$ cat config.mk
export PLATFORM = sky130hd
export DESIGN_NAME = cart_bank_mapper
export DESIGN_NICKNAME = d
export VERILOG_FILES = /design/src/rtl/cart_bank_mapper.sv
export SDC_FILE = /design/constraint.sdc
export NUM_CORES = 1
export LEC_CHECK = 0
export BUFFER_PORTS_ARGS = -buffer_cell sky130_fd_sc_hd__buf_2
export CELL_PAD_IN_SITES_DETAIL_PLACEMENT = 1
export CELL_PAD_IN_SITES_GLOBAL_PLACEMENT = 1
export CORE_MARGIN = 2
export CORE_UTILIZATION = 28
export DETAILED_ROUTE_END_ITERATION = 12
export PLACE_DENSITY_LB_ADDON = 0.08
export SYNTH_ARGS = -nofsm -noshare
export SYNTH_HDL_FRONTEND = slang
export SYNTH_SLANG_ARGS = --single-unit
$ cat constraint.sdc
create_clock -name clk -period 1.26 [get_ports clk]
set_input_delay 0.189 -clock clk [delete_from_list [all_inputs] [get_ports clk]]
set_output_delay 0.189 -clock clk [all_outputs]
set_load 0.005 [all_outputs]
$ cat src/rtl/cart_bank_mapper.sv
module cart_bank_mapper #(
  parameter int PAGES = 8,
  localparam int PW = (PAGES > 1) ? $clog2(PAGES) : 1
) (
  input  logic           clk,
  input  logic           rst_n,
  input  logic [15:0]    cpu_addr,
  input  logic           cpu_wr,
  input  logic [7:0]     cpu_wdata,
  output logic [PW+13:0] rom_addr,
  output logic           rom_en,
  output logic           cram_en,
  output logic           wram_en,
  output logic [12:0]    ram_addr,
  output logic           mem_we,
  output logic           save_flag
);
  localparam logic [PW-1:0] BANK1_INIT = PW'(1 % PAGES);

  logic [PW-1:0] bank0, bank1, bank2, page;
  logic          win;

  wire [PW-1:0] wpage = PW'(32'(cpu_wdata) % PAGES);
  wire reg_hit = cpu_wr && (cpu_addr[13:0] == 14'h0);

  always_ff @(posedge clk or negedge rst_n) begin
    if (!rst_n) begin
      bank0     <= '0;
      bank1     <= BANK1_INIT;
      bank2     <= '0;
      win       <= 1'b0;
      save_flag <= 1'b0;
    end else if (reg_hit) begin
      case (cpu_addr[15:14])
        2'd0: bank0 <= wpage;
        2'd1: begin
          bank1 <= wpage;
          win   <= cpu_wdata[7];
          if (cpu_wdata[7]) save_flag <= 1'b1;
        end
        2'd2: bank2 <= wpage;
        default: ;
      endcase
    end
  end

  always_comb begin
    rom_en  = 1'b0;
    cram_en = 1'b0;
    wram_en = 1'b0;
    page    = bank0;
    case (cpu_addr[15:14])
      2'd0: rom_en = 1'b1;
      2'd1: begin rom_en = 1'b1; page = bank1; end
      2'd2: begin
        page = bank2;
        if (win && cpu_addr[13]) cram_en = 1'b1;
        else rom_en = 1'b1;
      end
      default: wram_en = 1'b1;
    endcase
  end

  assign rom_addr = {page, cpu_addr[13:0]};
  assign ram_addr = cpu_addr[12:0];
  assign mem_we   = cpu_wr && (cram_en || wram_en);
endmodule


==> results of run 1 <==
worst max-delay path by stage:
| stage | start | end | slack (ps) | depth (start not counted) |
|---|---|---|---|---|
| 5_1_grt | cpu_addr[14] | bank2[0] | -290 | 6 |
| 3_5_place_dp | cpu_addr[14] | bank0[0] | -640 | 6 |
| 3_3_place_gp | cpu_addr[14] | bank0[1] | -610 | 6 |
| 2_1_floorplan | cpu_addr[0] | bank1[1] | -420 | 3 |
| 4_1_cts | cpu_addr[7] | bank2[0] | -290 | 5 |
| 6_report | cpu_addr[14] | bank2[1] | -260 | 6 |
final cells by class:
type,instances,area [um^2]
sequential,11,277
timing repair buffer,82,548
inverter,2,27.5
tap,33,41.3
fill,346,1600
multi-input combinational,38,485
clock buffer,4,26.3
state kept, by name (all words and copies together) (netlist names):
register,cells
bank0,3
bank1,3
bank2,3
save_flag,1
win,1
metrics by stage:
stage	hold slack, ps	power, mW	util (%)	cell area, um^2
floorplan	-107	0.489	-	967
global placement	69.1	0.595	41.1	1230
detailed placement	71.8	0.600	41.1	1230
CTS	123	0.877	44.5	1340
global route	140	0.934	46.8	1410
finish	138	0.874	46.8	1410
logic make-up (layout without fill, tap and decap cells):
logic type                 after synthesis  count (layout)
buffers and inverters                   29              88
and+or+nand+nor                         15              15
DFF                                     11              11
muxes                                   10              10
AOI/OAI and AO/OA                        9               9
adders and majority gates                4               4
repair_timing:
item,CTS,global route
hold endpoints to repair,10,0
hold buffers,1,0
pin swaps,9,10
endpoints found under the setup margin,16,16
buffers inserted,1,5
resized for setup,13,9
placed cells by master, fill, tap and decap left out, types with 2 or more instances in the layout:
cell	instances
buf_2	50
buf_4	21
mux2_4	10
dfrtp_1	10
buf_6	8
nor2_1	4
or4b_4	4
a21oi_1	3
nor4_4	3
ha_4	3
clkbuf_4	3
a22oi_2	2
or4_4	2
buf_12	2
routing by layer:
layer,up-vias,wire (um)
li1,369,-
met1,370,869
met2,32,1210
met3,2,163
met4,0,16
met5,-,0
power breakdown:
part           switching, mW  internal (mW)  total, mW
Sequential         0.0000889          0.353      0.353
Combinational          0.115          0.155      0.270
Clock                  0.128          0.123      0.251
Total                  0.243          0.631      0.874
==> results.md, run 1 <==
* Status: complete, but fails checks
* Failing checks: negative setup slack
* Launch point of the worst reg-to-reg path: win
* Detailed-route DRC error count at 0
* Rows at 20
* Main combinational cell family by area after synthesis: buffers and inverters
* Setup Viol. Count Final at 13
* Die area at 3540 um^2
* Commonest cells in the netlist: 27 x buf_4, 10 x dfrtp_1, 10 x mux2_2
* Hold EP: save_flag
* PwrDens at roughly 620 nW/um^2
* Place WS at -640 ps
* Initial Util at 28.7%
* Slowest stage delay, CP at around 460 ps
* Root buffer cell: clkbuf_4
* Leakage power at ~0.74 nW
* Final nets at 169
* Worst-Margin Slew at 362 ps
* Slew Viols, Final at 0
* Via count at about 770
* Synth unique cells at 20
* Fin crit period at 1520 ps
* Peak VDD IR at 575 uV
* Post-synthesis compound-gate area fraction at approximately 7%
* Worst Min Path Start: cpu_wdata[7]
* CTS H-tree lvls at 1
* Port-buffer cells at 57
* First-pass GRT wire length at 3510 um
* Fin. Hold Viols at 0
* Cell Chain, Critical Path: buf_12 > inv_12 > ha_4 > or4b_4 > nor4_4 > mux2_4
* Worst Path Arrival at around 1700 ps
* Synth warnings at 0
* Number of detailed-route iterations in the first pass at 3
* Avg Synthesized Cell Area at between 10 and 15 um^2
* Count leader, synth: buf_4
* Max FO, Critical Path at 3
* Final worst-path cycle share at 121%
* Worst reg2reg path depth at 2
* Dpl hpwl at 1900 um
* Layout cells sized above 1 at between 80% and 90%
* Worst-path clk slew at 70 ps
* CP startpoint kind: input port
* Cell Area, Synth at approximately 860 um^2
* Post-synthesis xor/xnor area fraction at 0%
* Flop2flop setup slack at between 300 and 400 ps
* DP Cell Count at 160
* Met1 GRT Util at 15.7%
* Via/cell ratio at around 4.5
* Area added between synthesis and finish at 62.8%
* Cells after synthesis at 78
* Gr ovfl total at 0
* Hold path depth at 2
* Top FF cell, synth: dfrtp_1
* Endpoint class of the critical path: flop
* Post-synthesis mux area share at between 10% and 20%
* Final Skew at 0 ps
* FF-to-FF End: win
* Gp weighted congestion at 0.757
* CTS Buf Count at 3
* Tot GR Track Use at 13.5%
* Met2 GRT Util at 24.5%
* CP top delay family: simple AND/OR/NAND/NOR gates
* Syn nets at 109
* Initial DRC count at 7
* Height of the chip at approximately 60 um
* Max cap viols at 0
* CTS tree: yes
* RSZ-0062 raised after global routing: yes
* Core Region at 3000 um^2
* Ports at 62
* Max Buffers Root-to-Sink at 2
* HP Class: in -> reg
* Grt peak-use layer: met2
* Initial antenna violation count at 0
* Ys async rst share at 100%
* Final setup margin at -263 ps
* Synth area leader: dfrtp_1
* Register area share after synthesis at between 30 and 40%
* Ant diodes at 0
* Via count of the first global-routing pass at 759
* EDFF count, synth at 0
* Synth Area in Simple Gates at 17.7%
* Final ANT Viol Nets at 0
* Count of non-filler cells in the finished layout at 170
* Top cell type's share of synthesized area at slightly below 30%
* Cells taking the most area after synthesis: dfrtp_1 29%, buf_4 23%, mux2_2 13%
* CP required at 1420 ps
* GRT met3 Usage at 4.59%
* Wire per inst at 13.3 um
* Largest net degree at the start of global routing at 12
* Die width at between 50 and 60 um
* CTS sink cnt at 11
* Slew HR at about three quarters
* FMAX at 657 MHz
* Synthesized flop and latch total at 11
* Crit path buffers/inverters at 2
* Post-route setup TNS at -2470 ps
* WS Path Type: in -> reg
* Post-synthesis adder-cell area fraction at 5.80%
* Post-Route WL at 2260 um
* Worst path slowest cell: or4b_4
* Clock Latency Late Sink at 280 ps
No activity file was read; power rests on OpenSTA's default activity.
==> inputs of run 2 (changes only) <==
--- a/config.mk
+++ b/config.mk
@@ -9,7 +9,7 @@
 export CELL_PAD_IN_SITES_DETAIL_PLACEMENT = 1
 export CELL_PAD_IN_SITES_GLOBAL_PLACEMENT = 1
 export CORE_MARGIN = 2
-export CORE_UTILIZATION = 28
+export CORE_UTILIZATION = 30
 export DETAILED_ROUTE_END_ITERATION = 12
 export PLACE_DENSITY_LB_ADDON = 0.08
 export SYNTH_ARGS = -nofsm -noshare
==> constraint.sdc (replaced) <==
create_clock -name clk -period 1.96 [get_ports clk]
set_input_delay 0.294 -clock clk [delete_from_list [all_inputs] [get_ports clk]]
set_output_delay 0.294 -clock clk [all_outputs]
set_load 0.005 [all_outputs]
==> results.md, run 2 (synthesis gave the netlist of run 1 again) <==
* Worst-path clk slew at 70 ps (about the same)
* Top flop regs: bank0 x3, bank1 x3, bank2 x3
* Most common cell after layout, fill and taps aside: buf_2
* Final nets at 152 (-10%)
* Root buffer cell: clkbuf_4
* Final Skew at 0 ps (unchanged)
* Detailed-route DRC error count at 0 (unchanged)
* Max Buffers Root-to-Sink at 2 (unchanged)
* Peak VDD IR at 287 uV (-50%)
* Fin area at 1070 um^2 (-24%)
* Status: finished clean
* Via/cell ratio at 4.62 (+1.5%)
* Rows at 19 (-5.0%)
* Setup Viol. Count Final at 0 (-13)
* Via count of the first global-routing pass at 682 (-10%)
* Worst path slowest cell: or4b_2
* Die area at 3320 um^2 (-6.2%)
* Initial DRC count at 15 (+8)
* Worst-Margin Slew at 344 ps (-18.0 ps)
* Post-Route WL at 1840 um (-18%)
* FMAX at 563 MHz
* Final Util at 39.3% (-7.5 points)
* Largest net degree at the start of global routing at 12 (unchanged)
* Tot GR Track Use at 11.8% (-1.8 points)
* Final worst-path cycle share at between 90% and 100%
* WS Path Type: in -> reg
* Core Region at 2730 um^2 (-9.0%)
* Gr ovfl total at 0 (unchanged)
* Ports at 62 (unchanged)
* Cts repair resizes at 0 (-13)
* CTS Buf Count at 3 (unchanged)
* Layout cells sized above 1 at 72.5% (-11 points)
* Number of detailed-route iterations in the first pass at 4 (+1)
* Final Power at 0.502 mW (-43%)
* Initial antenna violation count at 0 (unchanged)
* Slowest stage delay, CP at 620 ps (+160 ps)
* Endpoint class of the critical path: flop
* PwrDens at 467 nW/um^2 (-25%)
* CTS H-tree lvls at 1 (unchanged)
* Cell Chain, Critical Path: buf_2 > inv_1 > ha_1 > or4b_2 > nor4_4 > mux2_2
* Area added between synthesis and finish at 24.3%
* Gp weighted congestion at 0.678 (-11%)
* Slew Viols, Final at 0 (unchanged)
* Wire per inst at 12.2 um (-8.0%)
* CTS tree: yes
* Fin. Hold Viols at 0 (unchanged)
* DP Cell Count at 146 (-8.8%)
* Count of non-filler cells in the finished layout at 151 (-11%)
* Slew HR at 76.9% (+1.2 points)
* Crit path buffers/inverters at 2 (unchanged)
* Ant diodes at 0 (unchanged)
* CTS sink cnt at 11 (unchanged)
* Port-buffer cells at 57 (unchanged)
* Initial Util at 31.6% (+2.8 points)
* Die width at 57.6 um (-3.2%)
* Dpl hpwl at 1610 um (-15%)
* Max FO, Critical Path at 3 (unchanged)
* Fin crit period at 1780 ps
* Fin Hold WS at 245 ps (+107 ps)
* CP top delay family: simple AND/OR/NAND/NOR gates
* HP Class: in -> reg
* CP required at 2120 ps (+700 ps)
* Post-DP Area at 1040 um^2 (-16%)
* Clock Latency Late Sink at 270 ps (about the same)
* RSZ-0062 raised after global routing: no
* Leakage power at 0.616 nW (-17%)
* Most frequent cells in the layout: 57 x buf_2, 10 x mux2_2, 10 x dfrtp_1, 7 x buf_4
* CP startpoint kind: input port
* Final ANT Viol Nets at 0 (unchanged)
* Worst Path Arrival at 1930 ps (+250 ps)
* Via count at 697 (-9.8%)
* Max cap viols at 0 (unchanged)
* First-pass GRT wire length at 3040 um (-13%)
* Filler cells at 346 (unchanged)
* Height of the chip at 57.6 um (-3.2%)
[run 2: cell type report]
type                       count  area [um^2]  area share, %
timing repair buffer          65          348           32.4
sequential                    11          277           25.8
inverter                       2         7.51          0.699
multi-input combinational     38          377           35.1
clock buffer                   4         26.3           2.45
tap                           31         38.8           3.61
[run 2: what timing repair did]
action                                 CTS  global route
setup buffers                            0             0
hold buffers                             1             0
endpoints found under the hold margin   10             0
[run 2: routing by layer]
layer | vias up | GRT usage (%) | share of wire, %
li1 | 336 | - | -
met1 | 331 | 14.5 | 42
met2 | 28 | 20.6 | 50
met3 | 2 | 1.34 | 6.6
met4 | 0 | 4.98 | 1.1
met5 | - | 0 | 0
[run 2: report_power, final]
part | internal, mW | leakage, nW | switching, mW
Sequential | 0.227 | 0.150 | 0.0000385
Clock | 0.0788 | 0.0150 | 0.0750
Combinational | 0.0620 | 0.451 | 0.0587
[run 2: per-stage QoR]
step / setup WS [ps] / setup TNS [ps]
2_1_floorplan: 45.2 / 0
3_3_place_gp: -97.9 / -858
3_5_place_dp: -118 / -1020
4_1_cts: 166 / 0
5_1_grt: 108 / 0
6_report: 183 / 0
[run 2: worst paths after layout]
| kind | start | to | slack (ps) | cells after the start |
|---|---|---|---|---|
| max | cpu_addr[14] | bank0[0] | 180 | 6 |
| min | cpu_wdata[7] | save_flag | 250 | 2 |
| max reg2reg | win | win | 1210 | 1 |
| min reg2reg | save_flag | save_flag | 450 | 1 |
| max in group asynchronous | rst_n | bank1[0] | 1280 | 2 |
| min in group asynchronous | rst_n | bank0[2] | 420 | 2 |
